$ cat src/rtl/tw_pkg.sv
package tw_pkg;
  localparam int BYTE_W = 8;
  localparam int CMD_W  = 16;
  localparam int STS_W  = 15;

  // register byte offsets
  localparam logic [7:0] OFS_CTRL = 8'h00;
  localparam logic [7:0] OFS_TIMA = 8'h04;
  localparam logic [7:0] OFS_TIMB = 8'h08;
  localparam logic [7:0] OFS_IEN  = 8'h0C;
  localparam logic [7:0] OFS_STS  = 8'h10;
  localparam logic [7:0] OFS_CMD  = 8'h14;
  localparam logic [7:0] OFS_BUF  = 8'h20;

  // command bit positions
  localparam int CB_START = 0;
  localparam int CB_SEND  = 1;
  localparam int CB_RECV  = 3;
  localparam int CB_LAST  = 4;
  localparam int CB_STOP  = 5;

  // status bit positions
  localparam int SB_ACK   = 0;
  localparam int SB_NAK   = 1;
  localparam int SB_RXD   = 2;
  localparam int SB_STOP  = 4;
  localparam int SB_ABN   = 5;

  typedef enum logic [1:0] {
    OP_START = 2'd0,
    OP_SEND  = 2'd1,
    OP_RECV  = 2'd2,
    OP_STOP  = 2'd3
  } link_op_e;

  localparam logic [3:0] ST_IDLE    = 4'h0;
  localparam logic [3:0] ST_ACTIVE  = 4'h8;
  localparam logic [3:0] ST_START   = 4'h9;
  localparam logic [3:0] ST_RESTART = 4'hA;
  localparam logic [3:0] ST_STOPPING= 4'hB;
  localparam logic [3:0] ST_TXD     = 4'hC;
  localparam logic [3:0] ST_RXD     = 4'hE;

  typedef enum logic [2:0] {
    PH_IDLE  = 3'd0,
    PH_START = 3'd1,
    PH_SEND  = 3'd2,
    PH_TXEND = 3'd3,
    PH_RECV  = 3'd4,
    PH_STOP  = 3'd5
  } phase_e;
endpackage

$ cat src/rtl/tw_regfile.sv
module tw_regfile
  import tw_pkg::*;
#(
  parameter int          ADDR_W    = 6,
  parameter int          DATA_W    = 32,
  parameter logic [31:0] CTRL_MASK = 32'h0071_C3FF,
  parameter logic [31:0] TIMA_MASK = 32'h0FFF_FF0F,
  parameter logic [31:0] TIMB_MASK = 32'h0000_0007
) (
  input  logic              clk,
  input  logic              rst,
  input  logic              wr_fire,
  input  logic [ADDR_W-1:0] addr,
  input  logic [DATA_W-1:0] wdata,
  input  logic [DATA_W-1:0] cmd_view,
  input  logic [STS_W-1:0]  sts_set,
  input  logic              rx_load,
  input  logic [BYTE_W-1:0] rx_byte,
  output logic [DATA_W-1:0] rdata,
  output logic              master_en,
  output logic [BYTE_W-1:0] tx_byte,
  output logic              rx_done,
  output logic              rx_resume,
  output logic              ien_any,
  output logic              irq
);
  localparam int BUF_W = 2 * BYTE_W;

  logic [DATA_W-1:0] ctrl_q, tima_q, timb_q;
  logic [STS_W-1:0]  ien_q, sts_q;
  logic [BUF_W-1:0]  buf_q;

  logic sel_ctrl, sel_tima, sel_timb, sel_ien, sel_sts, sel_buf;
  always_comb begin
    sel_ctrl = (addr == OFS_CTRL[ADDR_W-1:0]);
    sel_tima = (addr == OFS_TIMA[ADDR_W-1:0]);
    sel_timb = (addr == OFS_TIMB[ADDR_W-1:0]);
    sel_ien  = (addr == OFS_IEN[ADDR_W-1:0]);
    sel_sts  = (addr == OFS_STS[ADDR_W-1:0]);
    sel_buf  = (addr == OFS_BUF[ADDR_W-1:0]);
  end

  assign rx_done   = sts_q[SB_RXD];
  assign rx_resume = wr_fire && sel_sts && sts_q[SB_RXD] && wdata[SB_RXD];
  assign master_en = ctrl_q[0];
  assign tx_byte   = buf_q[BYTE_W-1:0];
  assign ien_any   = |ien_q;

  always_ff @(posedge clk) begin
    if (rst) begin
      ctrl_q <= '0;
      tima_q <= '0;
      timb_q <= '0;
      ien_q  <= '0;
      sts_q  <= '0;
      buf_q  <= '0;
      irq    <= 1'b0;
    end else begin
      if (wr_fire && sel_ctrl) ctrl_q <= wdata & CTRL_MASK[DATA_W-1:0];
      if (wr_fire && sel_tima) tima_q <= wdata & TIMA_MASK[DATA_W-1:0];
      if (wr_fire && sel_timb) timb_q <= wdata & TIMB_MASK[DATA_W-1:0];
      if (wr_fire && sel_ien)  ien_q  <= wdata[STS_W-1:0];
      if (wr_fire && sel_sts)
        sts_q <= (sts_q & ~wdata[STS_W-1:0]) | sts_set;
      else
        sts_q <= sts_q | sts_set;
      if (rx_load)
        buf_q <= {rx_byte, {BYTE_W{1'b0}}};
      else if (wr_fire && sel_buf)
        buf_q <= {{BYTE_W{1'b0}}, wdata[BYTE_W-1:0]};
      irq <= |(sts_q & ien_q);
    end
  end

  always_ff @(posedge clk) begin
    if (rst) begin
      rdata <= '0;
    end else begin
      rdata <= '1;
      if (sel_ctrl) rdata <= ctrl_q;
      if (sel_tima) rdata <= tima_q;
      if (sel_timb) rdata <= timb_q;
      if (sel_ien)  rdata <= DATA_W'(ien_q);
      if (sel_sts)  rdata <= DATA_W'(sts_q);
      if (sel_buf)  rdata <= DATA_W'(buf_q);
      if (addr == OFS_CMD[ADDR_W-1:0]) rdata <= cmd_view;
    end
  end
endmodule

$ cat src/rtl/tw_sequencer.sv
module tw_sequencer
  import tw_pkg::*;
(
  input  logic              clk,
  input  logic              rst,
  input  logic              cmd_wr,
  input  logic [CMD_W-1:0]  cmd_wdata,
  input  logic              master_en,
  input  logic              rx_resume,
  input  logic              rx_done,
  input  logic [BYTE_W-1:0] tx_byte,
  output logic              lnk_valid,
  output logic [1:0]        lnk_op,
  output logic [BYTE_W-1:0] lnk_byte,
  output logic              lnk_nack,
  input  logic              lnk_ready,
  input  logic              lnk_ack,
  input  logic [BYTE_W-1:0] lnk_rbyte,
  input  logic              lnk_busy,
  output logic [CMD_W-1:0]  cmd_bits,
  output logic [3:0]        state_code,
  output logic              idle,
  output logic [STS_W-1:0]  sts_set,
  output logic              rx_load,
  output logic [BYTE_W-1:0] rx_byte
);
  phase_e           ph_q;
  logic             act_q, only_q;
  logic [CMD_W-1:0] cmd_q;
  logic [3:0]       st_q;
  logic             go, rx_pend;

  assign cmd_bits   = cmd_q;
  assign state_code = st_q;
  assign idle       = (ph_q == PH_IDLE);
  assign go         = lnk_valid && lnk_ready;
  assign rx_pend    = cmd_q[CB_RECV] || cmd_q[CB_LAST];

  // link request, derived from registers only
  always_comb begin
    lnk_valid = act_q && (ph_q != PH_IDLE);
    lnk_byte  = tx_byte;
    lnk_nack  = 1'b0;
    case (ph_q)
      PH_START: lnk_op = OP_START;
      PH_SEND:  lnk_op = OP_SEND;
      PH_RECV:  begin lnk_op = OP_RECV; lnk_nack = cmd_q[CB_LAST]; end
      default:  lnk_op = OP_STOP;
    endcase
  end

  // status set pulses
  always_comb begin
    sts_set = '0;
    if (go && (ph_q == PH_START || ph_q == PH_SEND)) begin
      sts_set[SB_ACK] = lnk_ack;
      sts_set[SB_NAK] = !lnk_ack;
    end
    if (go && ph_q == PH_RECV) sts_set[SB_RXD] = 1'b1;
    if (go && ph_q == PH_STOP) sts_set[SB_STOP] = 1'b1;
    if (!act_q && ph_q == PH_STOP && cmd_q[CB_STOP] && !st_q[3])
      sts_set[SB_ABN] = 1'b1;
  end

  assign rx_load = go && (ph_q == PH_RECV);
  assign rx_byte = lnk_rbyte;

  always_ff @(posedge clk) begin
    if (rst) begin
      ph_q   <= PH_IDLE;
      act_q  <= 1'b0;
      only_q <= 1'b0;
      cmd_q  <= '0;
      st_q   <= ST_IDLE;
    end else begin
      case (ph_q)
        PH_IDLE: begin
          if (cmd_wr && master_en) begin
            cmd_q  <= cmd_wdata;
            ph_q   <= PH_START;
            act_q  <= 1'b0;
            only_q <= 1'b0;
          end else if (rx_resume && rx_pend) begin
            ph_q   <= PH_RECV;
            act_q  <= 1'b0;
            only_q <= 1'b1;
          end
        end
        PH_START: begin
          if (!act_q) begin
            if (cmd_q[CB_START]) begin
              st_q  <= st_q[3] ? ST_RESTART : ST_START;
              act_q <= 1'b1;
            end else begin
              ph_q <= PH_SEND;
            end
          end else if (go) begin
            cmd_q[CB_START] <= 1'b0;
            cmd_q[CB_SEND]  <= 1'b0;
            act_q <= 1'b0;
            if (lnk_busy) begin
              st_q <= ST_ACTIVE;
              ph_q <= PH_SEND;
            end else begin
              ph_q <= PH_IDLE;
            end
          end
        end
        PH_SEND: begin
          if (!act_q) begin
            if (cmd_q[CB_SEND]) begin
              st_q  <= ST_TXD;
              act_q <= 1'b1;
            end else begin
              ph_q <= PH_RECV;
            end
          end else if (go) begin
            cmd_q[CB_SEND] <= 1'b0;
            st_q <= ST_ACTIVE;
            if (lnk_ack) begin
              ph_q  <= PH_RECV;
              act_q <= 1'b0;
            end else begin
              ph_q <= PH_TXEND;
            end
          end
        end
        PH_TXEND: begin
          if (go) begin
            ph_q  <= PH_RECV;
            act_q <= 1'b0;
          end
        end
        PH_RECV: begin
          if (!act_q) begin
            if (rx_pend && !rx_done) begin
              st_q  <= ST_RXD;
              act_q <= 1'b1;
            end else begin
              ph_q <= only_q ? PH_IDLE : PH_STOP;
            end
          end else if (go) begin
            cmd_q[CB_RECV] <= 1'b0;
            cmd_q[CB_LAST] <= 1'b0;
            st_q  <= ST_ACTIVE;
            act_q <= 1'b0;
            ph_q  <= only_q ? PH_IDLE : PH_STOP;
          end
        end
        PH_STOP: begin
          if (!act_q) begin
            if (!cmd_q[CB_STOP]) begin
              ph_q <= PH_IDLE;
            end else if (st_q[3]) begin
              st_q  <= ST_STOPPING;
              act_q <= 1'b1;
            end else begin
              st_q <= ST_IDLE;
              cmd_q[CB_STOP] <= 1'b0;
              ph_q <= PH_IDLE;
            end
          end else if (go) begin
            st_q  <= ST_IDLE;
            cmd_q[CB_STOP] <= 1'b0;
            act_q <= 1'b0;
            ph_q  <= PH_IDLE;
          end
        end
        default: begin
          ph_q  <= PH_IDLE;
          act_q <= 1'b0;
        end
      endcase
    end
  end
endmodule

$ cat src/rtl/tw_master_seq.sv
module tw_master_seq
  import tw_pkg::*;
#(
  parameter int ADDR_W = 6,
  parameter int DATA_W = 32
) (
  input  logic              clk,
  input  logic              rst,
  input  logic              host_we,
  input  logic [ADDR_W-1:0] host_addr,
  input  logic [DATA_W-1:0] host_wdata,
  output logic              host_ready,
  output logic [DATA_W-1:0] host_rdata,
  output logic              irq,
  output logic              lnk_valid,
  output logic [1:0]        lnk_op,
  output logic [7:0]        lnk_byte,
  output logic              lnk_nack,
  input  logic              lnk_ready,
  input  logic              lnk_ack,
  input  logic [7:0]        lnk_rbyte,
  input  logic              lnk_busy
);
  localparam int PAD_W = DATA_W - 23;

  logic              wr_fire, cmd_wr;
  logic              master_en, rx_done_w, rx_resume, ien_any, seq_idle, rx_load;
  logic [BYTE_W-1:0] tx_byte, rx_byte;
  logic [CMD_W-1:0]  cmd_bits;
  logic [3:0]        state_code;
  logic [STS_W-1:0]  sts_set;
  logic [DATA_W-1:0] cmd_view;

  assign host_ready = seq_idle;
  assign wr_fire    = host_we && seq_idle;
  assign cmd_wr     = wr_fire && (host_addr == OFS_CMD[ADDR_W-1:0]);
  assign cmd_view   = {{PAD_W{1'b0}}, state_code, 2'b00, lnk_busy, cmd_bits};

  tw_regfile #(.ADDR_W(ADDR_W), .DATA_W(DATA_W)) u_regs (
    .clk(clk), .rst(rst), .wr_fire(wr_fire), .addr(host_addr),
    .wdata(host_wdata), .cmd_view(cmd_view), .sts_set(sts_set),
    .rx_load(rx_load), .rx_byte(rx_byte), .rdata(host_rdata),
    .master_en(master_en), .tx_byte(tx_byte), .rx_done(rx_done_w),
    .rx_resume(rx_resume), .ien_any(ien_any), .irq(irq)
  );

  tw_sequencer u_seq (
    .clk(clk), .rst(rst), .cmd_wr(cmd_wr),
    .cmd_wdata(host_wdata[CMD_W-1:0]), .master_en(master_en),
    .rx_resume(rx_resume), .rx_done(rx_done_w), .tx_byte(tx_byte),
    .lnk_valid(lnk_valid), .lnk_op(lnk_op), .lnk_byte(lnk_byte),
    .lnk_nack(lnk_nack), .lnk_ready(lnk_ready), .lnk_ack(lnk_ack),
    .lnk_rbyte(lnk_rbyte), .lnk_busy(lnk_busy), .cmd_bits(cmd_bits),
    .state_code(state_code), .idle(seq_idle), .sts_set(sts_set),
    .rx_load(rx_load), .rx_byte(rx_byte)
  );
endmodule

$ cat config.mk
export PLATFORM = sky130hd
export DESIGN_NAME = tw_master_seq
export DESIGN_NICKNAME = d
export VERILOG_FILES = /design/src/rtl/tw_pkg.sv /design/src/rtl/tw_regfile.sv /design/src/rtl/tw_sequencer.sv /design/src/rtl/tw_master_seq.sv
export SDC_FILE = /design/constraint.sdc
export NUM_CORES = 1
export LEC_CHECK = 0
export ABC_AREA = 1
export BUFFER_PORTS_ARGS = -buffer_cell sky130_fd_sc_hd__buf_4
export CORE_MARGIN = 1
export CORE_UTILIZATION = 44
export CTS_BUF_LIST = sky130_fd_sc_hd__clkbuf_8
export DETAILED_ROUTE_END_ITERATION = 7
export PLACE_DENSITY = 0.63
export SYNTH_ARGS = -nofsm -noshare
export SYNTH_HDL_FRONTEND = slang
export SYNTH_SLANG_ARGS = --single-unit
$ cat constraint.sdc
create_clock -name clk -period 2.1 [get_ports clk]
set_clock_uncertainty 0.15 [all_clocks]
set_input_delay 0.42 -clock clk [delete_from_list [all_inputs] [get_ports clk]]
set_output_delay 0.42 -clock clk [all_outputs]
set_load 0.02 [all_outputs]
### Word level (Yosys, flattened, before mapping)

Cells that the tools add are included.

* multiplexer cells: 78
* reductions and logical operators: 49
* bitwise gates (word level): 5
* eq/ne operators: 33

Operators by type and width (number)
* $mux 32: 3
* $mux 23: 4
* $mux 3: 18
* $mux 4: 13
* $mux 16: 2
* $and 15x15->15: 2
* $or 15x6->15: 2
* $mux 1: 23
* $logic_and 1x1->1: 21
* $pmux 3 s6: 1
* $ne 2x1->1 const B: 8
* $pmux 4 s4: 1
* $mux 15: 1
* $ne 3x3->1 const B: 5
* $not 15->15: 1
* $reduce_or 15->1: 1
* $eq 6x4->1 const B: 2
* $eq 6x5->1 const B: 2
* $ne 3x1->1 const B: 4
* $ne 3x2->1 const B: 4
* $mux 2: 5
* $reduce_and 10->1: 1
* $reduce_bool 2->1: 5
* $reduce_and 4->1: 2
* 24 further kinds: 34

* flip-flop bits (word level): 147
* logic and storage cells: 184

### Depth between registers and ports, before layout

Gate-level depths: netlist of the first run.

* depth after elaboration: 9
* gate-level depth with buffers: 12

### Hierarchy

Synthesis of the first run repeated with hierarchy kept, for this count alone.

* cells, all modules: 1002
* area, all modules: 6975.4 um^2

Modules (own cells, without submodules)
* tw_regfile: area each 5262.5 um^2, times used 1, seq. area each 2442.3 um^2, cells an instance 718
* tw_sequencer: area each 1669.1 um^2, times used 1, seq. area each 500.5 um^2, cells an instance 273
* tw_master_seq: area each 43.8 um^2, times used 1, seq. area each 0.0 um^2, cells an instance 11

### Worst setup path after synthesis of the first run

Ideal clock, no wire load.

* kind: input to register
* start: in host_addr[2]
* end: reg u_seq.ph_q[0]
* path slack: 433 ps
* stages: 9
* setup time: 113 ps
* path buffers: 0
* arrival: 1404 ps
* cell sequence: inv_1 -> nor2_1 -> nand3_2 -> nor2_4 -> nor2_1 -> a21oi_2 -> nand2_2 -> nor2_1 -> nor2_1

* cells in the longest elaborated chain, start to end: 7
* elaborated cells between the ends (all ways): 12
* those cells by class: eq/ne (3); mux (2); reduce/logical (7)

Ends and longest elaborated chain
* start: declaration: line tw_master_seq.sv:10 `input logic [ADDR_W-1:0] host_addr,`
* $eq 6x5->1: line tw_regfile.sv:39 `sel_sts = (addr == OFS_STS[ADDR_W-1:0]);`
* $logic_and 1x1->1 (3 in series): line tw_regfile.sv:44 `assign rx_resume = wr_fire && sel_sts && sts_q[SB_RXD] && wdata[SB_RXD];`
* $logic_and 1x1->1: line tw_sequencer.sv:83 `end else if (rx_resume && rx_pend) begin`
* $ne 3x1->1 (no line)
* $reduce_and 10->1 (no line)
* end signal: assignment: line tw_sequencer.sv:140 `ph_q <= only_q ? PH_IDLE : PH_STOP;`
* end signal: assignment: line tw_sequencer.sv:147 `ph_q <= only_q ? PH_IDLE : PH_STOP;`
* end: declaration: line tw_sequencer.sv:27 `phase_e ph_q;`

Several ways; a longest one is shown, not always the timed one.
A chain may end at the register's enable or synchronous reset.

### Final worst setup path of the first run

* start: reg u_seq.ph_q[2]
* end: out lnk_valid

* cells in the longest elaborated chain, start to end: 2

Ends and longest elaborated chain
* $reduce_bool 3->1: line tw_sequencer.sv:41 `lnk_valid = act_q && (ph_q != PH_IDLE);`
* $logic_and 1x1->1: line tw_sequencer.sv:41
* end: declaration: line tw_master_seq.sv:15 `output logic lnk_valid,`

No other way between the ends.

==> out/results.md, run 1 <==
- **area of placed instances** 0.00722 mm^2
- **Chip Width** 120 um
- **max_slew headroom** 71.6%
- **result of the run** complete, no violations
- **final clock period utilization by the worst path** 96.4%
- **Unique masters post-synth** 34
- **final setup vio count** 0
- **starting density of the core** 45.8%
- **cell count after synthesis** 825
- **static leakage** 0.00333 uW
- **row count** 42
- **actual slew at the worst max-slew pin** 0.426 ns
- **IO buf count** 93
- **Total Power** 6390 uW
- **maximum count of clock buffers along a single path** 2
- **final cell area excluding filler cells** 0.00771 mm^2
- **portion of netlist area occupied by mux cells** 0%
- **Total Neg Setup Slack** 0 ns
- **Req. time, crit path** 1.53 ns
- **CTS tree** built
- **number of CTS-inserted buffers** 17
- **post-DR wirelength/cell** 16.3 um
- **Crit Path Class** reg2out
- **post-route insts no fill** 1129
- **Highest Clock Rate** 494 MHz
- **Synth Area in Simple Gates** 21.5%
- **Max Fanout on Critical Path** 6
- **post-synth design cell area** 0.00616 mm^2
- **largest net degree at the start of global routing** 85
- **num ports** 98
- **Via Count** 6095
- **count of nets left with antenna violations after detail routing** 0
- **launching element type of the critical path** flop
- **clock insertion delay at the later pin of the skew report** 0.45 ns
- **Adder-Cell Fraction of Synth Area** 0%
- **final-layout worst hold slack** 0.0399 ns
- **height of the die** 120 um
- **hold violation total from the final report** 0
- **Die Footprint** 0.0145 mm^2
- **syn avg cell area** 7.47 um^2
- **layout overhead on the synthesized area** 25.0%
- **fraction of final layout cells sized beyond drive strength 1** 22.0%
- **sequential share of the synthesized area** 46.8%
- **DR DRC count** 0
- **root buffer cell** sky130_fd_sc_hd__clkbuf_8
- **vias per cell** 5.40
- **number of global-route vias before repair** 5829
- **DRT Pass-1 Iters** 5
- **overflow left after global routing** 0
- **number of diodes** 0
- **total wirelength of the detailed-routed design** 18500 um
- **synthesized flop and latch total** 144
- **global-route wire length before repair** 29600 um
- **syn nets** 877
- **largest family of logic cells by synthesized area** compound AO/OA/AOI/OAI gates
- **power density relative to cell area** 830 mW/mm^2
- **routability-driven placement congestion ratio** 0.879
- **DP Cell Count** 1087
- **number of pins with negative max-slew slack in the final report** 0
- **Clock Sink Count** 144
- **worst supply voltage drop on vdd** 0.000516 V
- **clock transition at the registers of the reported paths** 0.08 ns
- **core box area** 0.0135 mm^2
- **number of antenna violations at the first check in global routing** 0
- **compound-gate portion of the synthesized area** 23.4%
- **Data arrival, critical path** 1.45 ns
- **number of warnings issued by yosys** 0
- **fill cell count** 1351
- **clock period minus worst slack** 2.02 ns
- **number of maximum-capacitance constraint violations** 0
- **final net count** 994
- **GR Util All Layers** 26.7%
- **xor-xnor portion of the synthesized cell area** 0%
- **worst hold-check path type** in2reg
- **setup slack of the worst register-to-register path** 0.18 ns
- **H-tree Lvls** 4
- **Crit. End Element** output pin
- **first-iteration detailed-routing DRC count** 505
- **final HPWL from detailed placement** 13400 um
logic make-up (layout without fill, tap and decap cells):
family | Yosys count | after routing
flip-flops | 144 | 144
AO/OA/AOI/OAI | 270 | 270
AND/OR/NAND/NOR | 294 | 294
buffers and inverters | 117 | 245
worst paths after layout:
kind | depth (start not counted) | startpoint | to
worst min register to register | 2 | u_regs.tima_q[15]$_SDFFE_PP0P_ | u_regs.tima_q[15]$_SDFFE_PP0P_
worst max-delay path | 5 | u_seq.ph_q[2]$_SDFFE_PP0P_ | lnk_valid
worst min-delay path | 2 | host_wdata[3] | u_regs.sts_q[3]$_SDFFE_PP0N_
worst max register to register | 10 | u_seq.ph_q[1]$_SDFFE_PP0P_ | u_seq.ph_q[0]$_SDFFE_PP0P_
cell usage after synthesis (all sizes together):
| library cell | instances | share of area [%] |
|---|---|---|
| o21bai | 2 | 0.24 |
| clkbuf | 19 | 1.2 |
| nor2 | 118 | 8.5 |
| a211oi | 5 | 0.61 |
| buf | 30 | 3.1 |
| or2 | 2 | 0.20 |
| nand2 | 126 | 7.9 |
| inv | 68 | 4.1 |
| a21oi | 105 | 8.6 |
| o21ai | 130 | 11 |
| a221oi | 3 | 0.43 |
| dfxtp | 144 | 47 |
| nand3b | 1 | 0.12 |
| nand4 | 5 | 0.51 |
| o221ai | 1 | 0.14 |
| o21a | 1 | 0.12 |
| o211ai | 7 | 0.85 |
| o2111ai | 2 | 0.28 |
| o22ai | 11 | 1.1 |
| nand3 | 42 | 4.2 |
| a22oi | 3 | 0.37 |
sequential cells by signal (all words and copies together) (netlist names):
signal            cells
u_regs.buf_q         16
u_regs.ctrl_q        16
u_regs.ien_q         15
u_regs.irq            1
u_regs.rdata         29
u_regs.sts_q         15
u_regs.tima_q        24
u_regs.timb_q         3
u_seq.act_q           1
u_seq.cmd_bits       16
u_seq.only_q          1
u_seq.ph_q            3
u_seq.state_code      4
critical path, stage by stage, from the launching register on:
cell and delay, ns:
sky130_fd_sc_hd__dfxtp_2 0.41, sky130_fd_sc_hd__inv_4 0.09, sky130_fd_sc_hd__nand2_2 0.14, sky130_fd_sc_hd__inv_1 0.12
sky130_fd_sc_hd__nor2_1 0.10, sky130_fd_sc_hd__buf_4 0.14
per-stage QoR:
step                      setup WS (ns)  utilization [%]
after global routing          -0.000758             57.3
after global placement           0.0655             53.7
after CTS                        0.0128             57.1
after detailed placement         0.0506             53.7
final                            0.0757             57.3
after floorplan                   0.433                -
cell usage in the layout (no fill, tap or decap), drive strengths merged, types with 2 or more instances in the layout:
cell type	netlist	routed
buf	30	138
nand2	126	126
nand3	42	42
o22ai	11	11
a211oi	5	5
or2	2	2
o21ai	130	130
nand4	5	5
o21bai	2	2
dlygate4sd3	0	9
a21oi	105	105
clkinv	0	5
nor2	118	118
a22oi	3	3
o211ai	7	7
inv	68	71
a221oi	3	3
dfxtp	144	144
clkinvlp	0	3
o2111ai	2	2
clkbuf	19	19
metal layers:
metal  GRT usage [%]  wire length (um)
met1            34.8              8380
met5               0                 0
met2            42.9              8620
met3            5.80              1020
met4            10.5               435
cell type report:
type | instances | area [um^2] | area share (%)
flip-flops and latches | 144 | 2890 | 37.5
multi-input cells | 564 | 2790 | 36.2
repair buffers | 147 | 1210 | 15.7
clock buffers | 19 | 262 | 3.39
inverters | 68 | 262 | 3.39
well taps | 176 | 220 | 2.86
clock inverters | 11 | 68.8 | 0.893
where the power goes:
part	total (uW)	leakage, uW	internal (uW)	switching (uW)
Combinational	1550	0.00198	563	985
Clock	1900	0.000176	856	1040
Sequential	2950	0.00117	2850	98.1
Total	6390	0.00333	4270	2120
repair_timing:
item                                    in CTS  in global routing
endpoints found under the setup margin       5                  8
resized for setup                            8                  5
hold endpoints to repair                     9                  0
pin swaps                                    2                  0
hold buffers                                 9                  0
buffers inserted                             2                  1
No activity file was read; power rests on OpenSTA's default activity.
==> run 2: changes to the inputs <==
--- a/config.mk
+++ b/config.mk
@@ -9,7 +9,6 @@
 export BUFFER_PORTS_ARGS = -buffer_cell sky130_fd_sc_hd__buf_4
 export CORE_MARGIN = 1
 export CORE_UTILIZATION = 44
-export CTS_BUF_LIST = sky130_fd_sc_hd__clkbuf_8
 export DETAILED_ROUTE_END_ITERATION = 7
 export PLACE_DENSITY = 0.63
 export SYNTH_ARGS = -nofsm -noshare
==> out/results.md, run 2 (same netlist as run 1, synthesis figures left out) <==
- **result of the run** complete, no violations
- **root buffer cell** sky130_fd_sc_hd__clkbuf_16
- **Core Util, Final** 58.0%, +0.75 points
- **number of global-route vias before repair** 5854, +0.43%
- **Chip Width** 120 um, unchanged
- **number of CTS-inserted buffers** 17, unchanged
- **H-tree Lvls** 4, unchanged
- **launch point of the critical path** u_seq.ph_q[1]$_SDFFE_PP0P_
- **starting density of the core** 45.8%, unchanged
- **number of pins with negative max-slew slack in the final report** 0, unchanged
- **num ports** 98, unchanged
- **Reg with most FFs** u_regs.rdata
- **count of nets left with antenna violations after detail routing** 0, unchanged
- **number of diodes** 0, unchanged
- **actual slew at the worst max-slew pin** 0.430 ns, +0.00442 ns
- **total wirelength of the detailed-routed design** 18700 um, +1.3%
- **vias per cell** 5.46, +1.1%
- **first-iteration detailed-routing DRC count** 510, +0.99%
- **end point of the critical path** lnk_op[1]
- **DR DRC count** 0, unchanged
- **most common cell after layout, fill and taps aside** sky130_fd_sc_hd__dfxtp_1
- **setup slack of the worst register-to-register path** 0.18 ns, about the same
- **clock insertion delay at the later pin of the skew report** 0.44 ns, about the same
- **cts hold-fix bufs** 0, -9
- **Total Power** 7200 uW, +13%
- **Die Footprint** 0.0145 mm^2, unchanged
- **Crit. End Element** output pin
- **Switching Power** 2230 uW, +4.9%
- **final setup vio count** 0, unchanged
- **combinational group share of total power** 21.5%, -2.7 points
- **commonest cells after routing, fill and taps aside** 141 x sky130_fd_sc_hd__dfxtp_1, 132 x sky130_fd_sc_hd__buf_4, 127 x sky130_fd_sc_hd__o21ai_0
- **CTS tree** built
- **overflow left after global routing** 0, unchanged
- **category of cells accounting for the largest share of critical-path delay** flip-flops
- **post-route insts no fill** 1121, -0.71%
- **unrepaired setup endpoints after global routing** no
- **fraction of final layout cells sized beyond drive strength 1** 22.4%, +0.40 points
- **worst hold-check path type** in2reg
- **Clock Sink Count** 144, unchanged
- **height of the die** 120 um, unchanged
- **Via Count** 6119, +0.39%
- **IO buf count** 93, unchanged
- **flip-flop count of the largest register, all copies and words added** 29, unchanged
- **hold violation total from the final report** 0, unchanged
- **Total Neg Setup Slack** 0 ns, unchanged
- **worst hold stages** 2, unchanged
- **largest net degree at the start of global routing** 85, unchanged
- **Critical Path Max Stage Delay** 0.38 ns, -0.03 ns
- **number of antenna violations at the first check in global routing** 0, unchanged
- **Highest Clock Rate** 495 MHz, +0.11%
- **max_slew headroom** 71.3%, -0.30 points
- **static leakage** 0.00338 uW, +1.3%
- **worst supply voltage drop on vdd** 0.000590 V, +14%
- **library cell appearing most often on the critical path** sky130_fd_sc_hd__nand2_2
- **R2R cell count** 8, -2
- **clock network fraction of total power** 37.5%, +7.8 points
- **GR Util All Layers** 27.1%, +0.42 points
- **power density relative to cell area** 922 mW/mm^2, +11%
- **proportion of total power due to net switching** 30.9%, -2.3 points
- **post-DR wirelength/cell** 16.7 um, +2.0%
- **maximum count of clock buffers along a single path** 2, unchanged
- **Cell Int Power** 4970 uW, +16%
- **launching element type of the critical path** flop
- **top flop regs** u_regs.rdata: 29 flops, u_regs.tima_q: 24 flops
- **Req. time, crit path** 1.53 ns, about the same
- **clock period minus worst slack** 2.02 ns, -0.00218 ns
- **row count** 42, unchanged
- **clock transition at the registers of the reported paths** 0.06 ns, -0.02 ns
- **worst reg2reg path startpoint** u_seq.ph_q[0]$_SDFFE_PP0P_
- **slowest CP cell** sky130_fd_sc_hd__dfxtp_4
- **DRT Pass-1 Iters** 5, unchanged
- **number of logic stages on the critical path including buffering** 6, +1
- **final net count** 986, -0.80%
- **worst path bufs/invs** 3, unchanged
- **cell-by-cell listing of the critical path** inv_2 > nor2_2 > nand2_2 > nand2_2 > inv_1 > buf_4
- **layout overhead on the synthesized area** 26.7%
- **number of maximum-capacitance constraint violations** 0, unchanged
- **routability-driven placement congestion ratio** 0.879, unchanged
- **global-route wire length before repair** 29900 um, +1.0%
- **share of total power in sequential cells** 40.9%, -5.2 points
- **Crit Path Class** reg2out
- **Crit Reg-Reg Endpoint** u_regs.sts_q[2]$_SDFF_PP0_
- **core box area** 0.0135 mm^2, unchanged
- **DP Cell Count** 1087, unchanged
- **final clock period utilization by the worst path** 96.3%, -0.10 points
- **Max Fanout on Critical Path** 4, -2
- **final HPWL from detailed placement** 13400 um, unchanged
- **Data arrival, critical path** 1.45 ns, about the same
-- run 2: changes by cell type in the layout (fill, tap and decap cells not counted), sizes merged --
cell	change
clkbuf	+2
inv	-2
buf	+1
dlygate4sd3	-9
-- run 2: power groups by stage --
stage / combinational, uW / sequential [uW] / clock (uW)
after floorplan: 896 / 3030 / 0
after detailed placement: 1440 / 2990 / 0
after global placement: 1440 / 2990 / 0
after CTS: 1490 / 2940 / 2740
final: 1550 / 2950 / 2700
after global routing: 1690 / 2960 / 2870
-- run 2: what timing repair did --
action                     CTS  global route
setup endpoints to repair    4            12
pin swaps                    2             1
gates resized for setup      6             6
buffers inserted             1             3
-- run 2: stage by stage --
step	setup slack, ns	area [um^2]	hold WS (ns)
after global routing	0.0133	7810	0.00547
after global placement	0.0655	7220	0.283
final	0.0779	7810	0.0202
after detailed placement	0.0506	7220	0.288
after CTS	0.00736	7770	0.00704
after floorplan	0.433	6160	0.271
-- run 2: cell type report --
class / count / area (um^2)
tap: 176 / 220
inverter: 68 / 259
fill: 1328 / 5640
clock inverter: 9 / 61.3
multi-input combinational: 564 / 2790
timing repair buffer: 139 / 1130
clock buffer: 21 / 460
sequential: 144 / 2890
-- run 2: how the worst min path moves through the flow --
stage / startpoint / to / slack (ns)
after floorplan: u_seq.cmd_bits[10]$_SDFFE_PP0P_ / u_regs.rdata[10]$_SDFF_PP0_ / 0.27
after global placement: u_seq.cmd_bits[10]$_SDFFE_PP0P_ / u_regs.rdata[10]$_SDFF_PP0_ / 0.28
after detailed placement: u_seq.cmd_bits[12]$_SDFFE_PP0P_ / u_regs.rdata[12]$_SDFF_PP0_ / 0.29
after CTS: host_wdata[9] / u_regs.sts_q[9]$_SDFFE_PP0N_ / 0.007
after global routing: host_wdata[11] / u_regs.sts_q[11]$_SDFFE_PP0N_ / 0.005
final: host_wdata[6] / u_regs.sts_q[6]$_SDFFE_PP0N_ / 0.02
-- run 2: worst register-to-register path: stages (launching register included) --
cell and delay (ns):
sky130_fd_sc_hd__dfxtp_2 0.37, sky130_fd_sc_hd__nor2_4 0.16, sky130_fd_sc_hd__buf_4 0.16, sky130_fd_sc_hd__nand3_4 0.14, sky130_fd_sc_hd__nor2_2 0.19, sky130_fd_sc_hd__buf_4 0.23
sky130_fd_sc_hd__inv_1 0.13, sky130_fd_sc_hd__o21ai_0 0.17, sky130_fd_sc_hd__a21oi_1 0.10
-- run 2: per-layer routing --
| layer | vias to the layer above | wire (um) | GRT usage (%) | part of all wire [%] |
|---|---|---|---|---|
| met5 | - | 0 | 0 | 0 |
| met3 | 32 | 1070 | 6.18 | 5.7 |
| met2 | 221 | 8790 | 43.0 | 47 |
| met4 | 0 | 401 | 10.9 | 2.1 |
| met1 | 2888 | 8430 | 35.6 | 45 |
| li1 | 2978 | - | - | - |
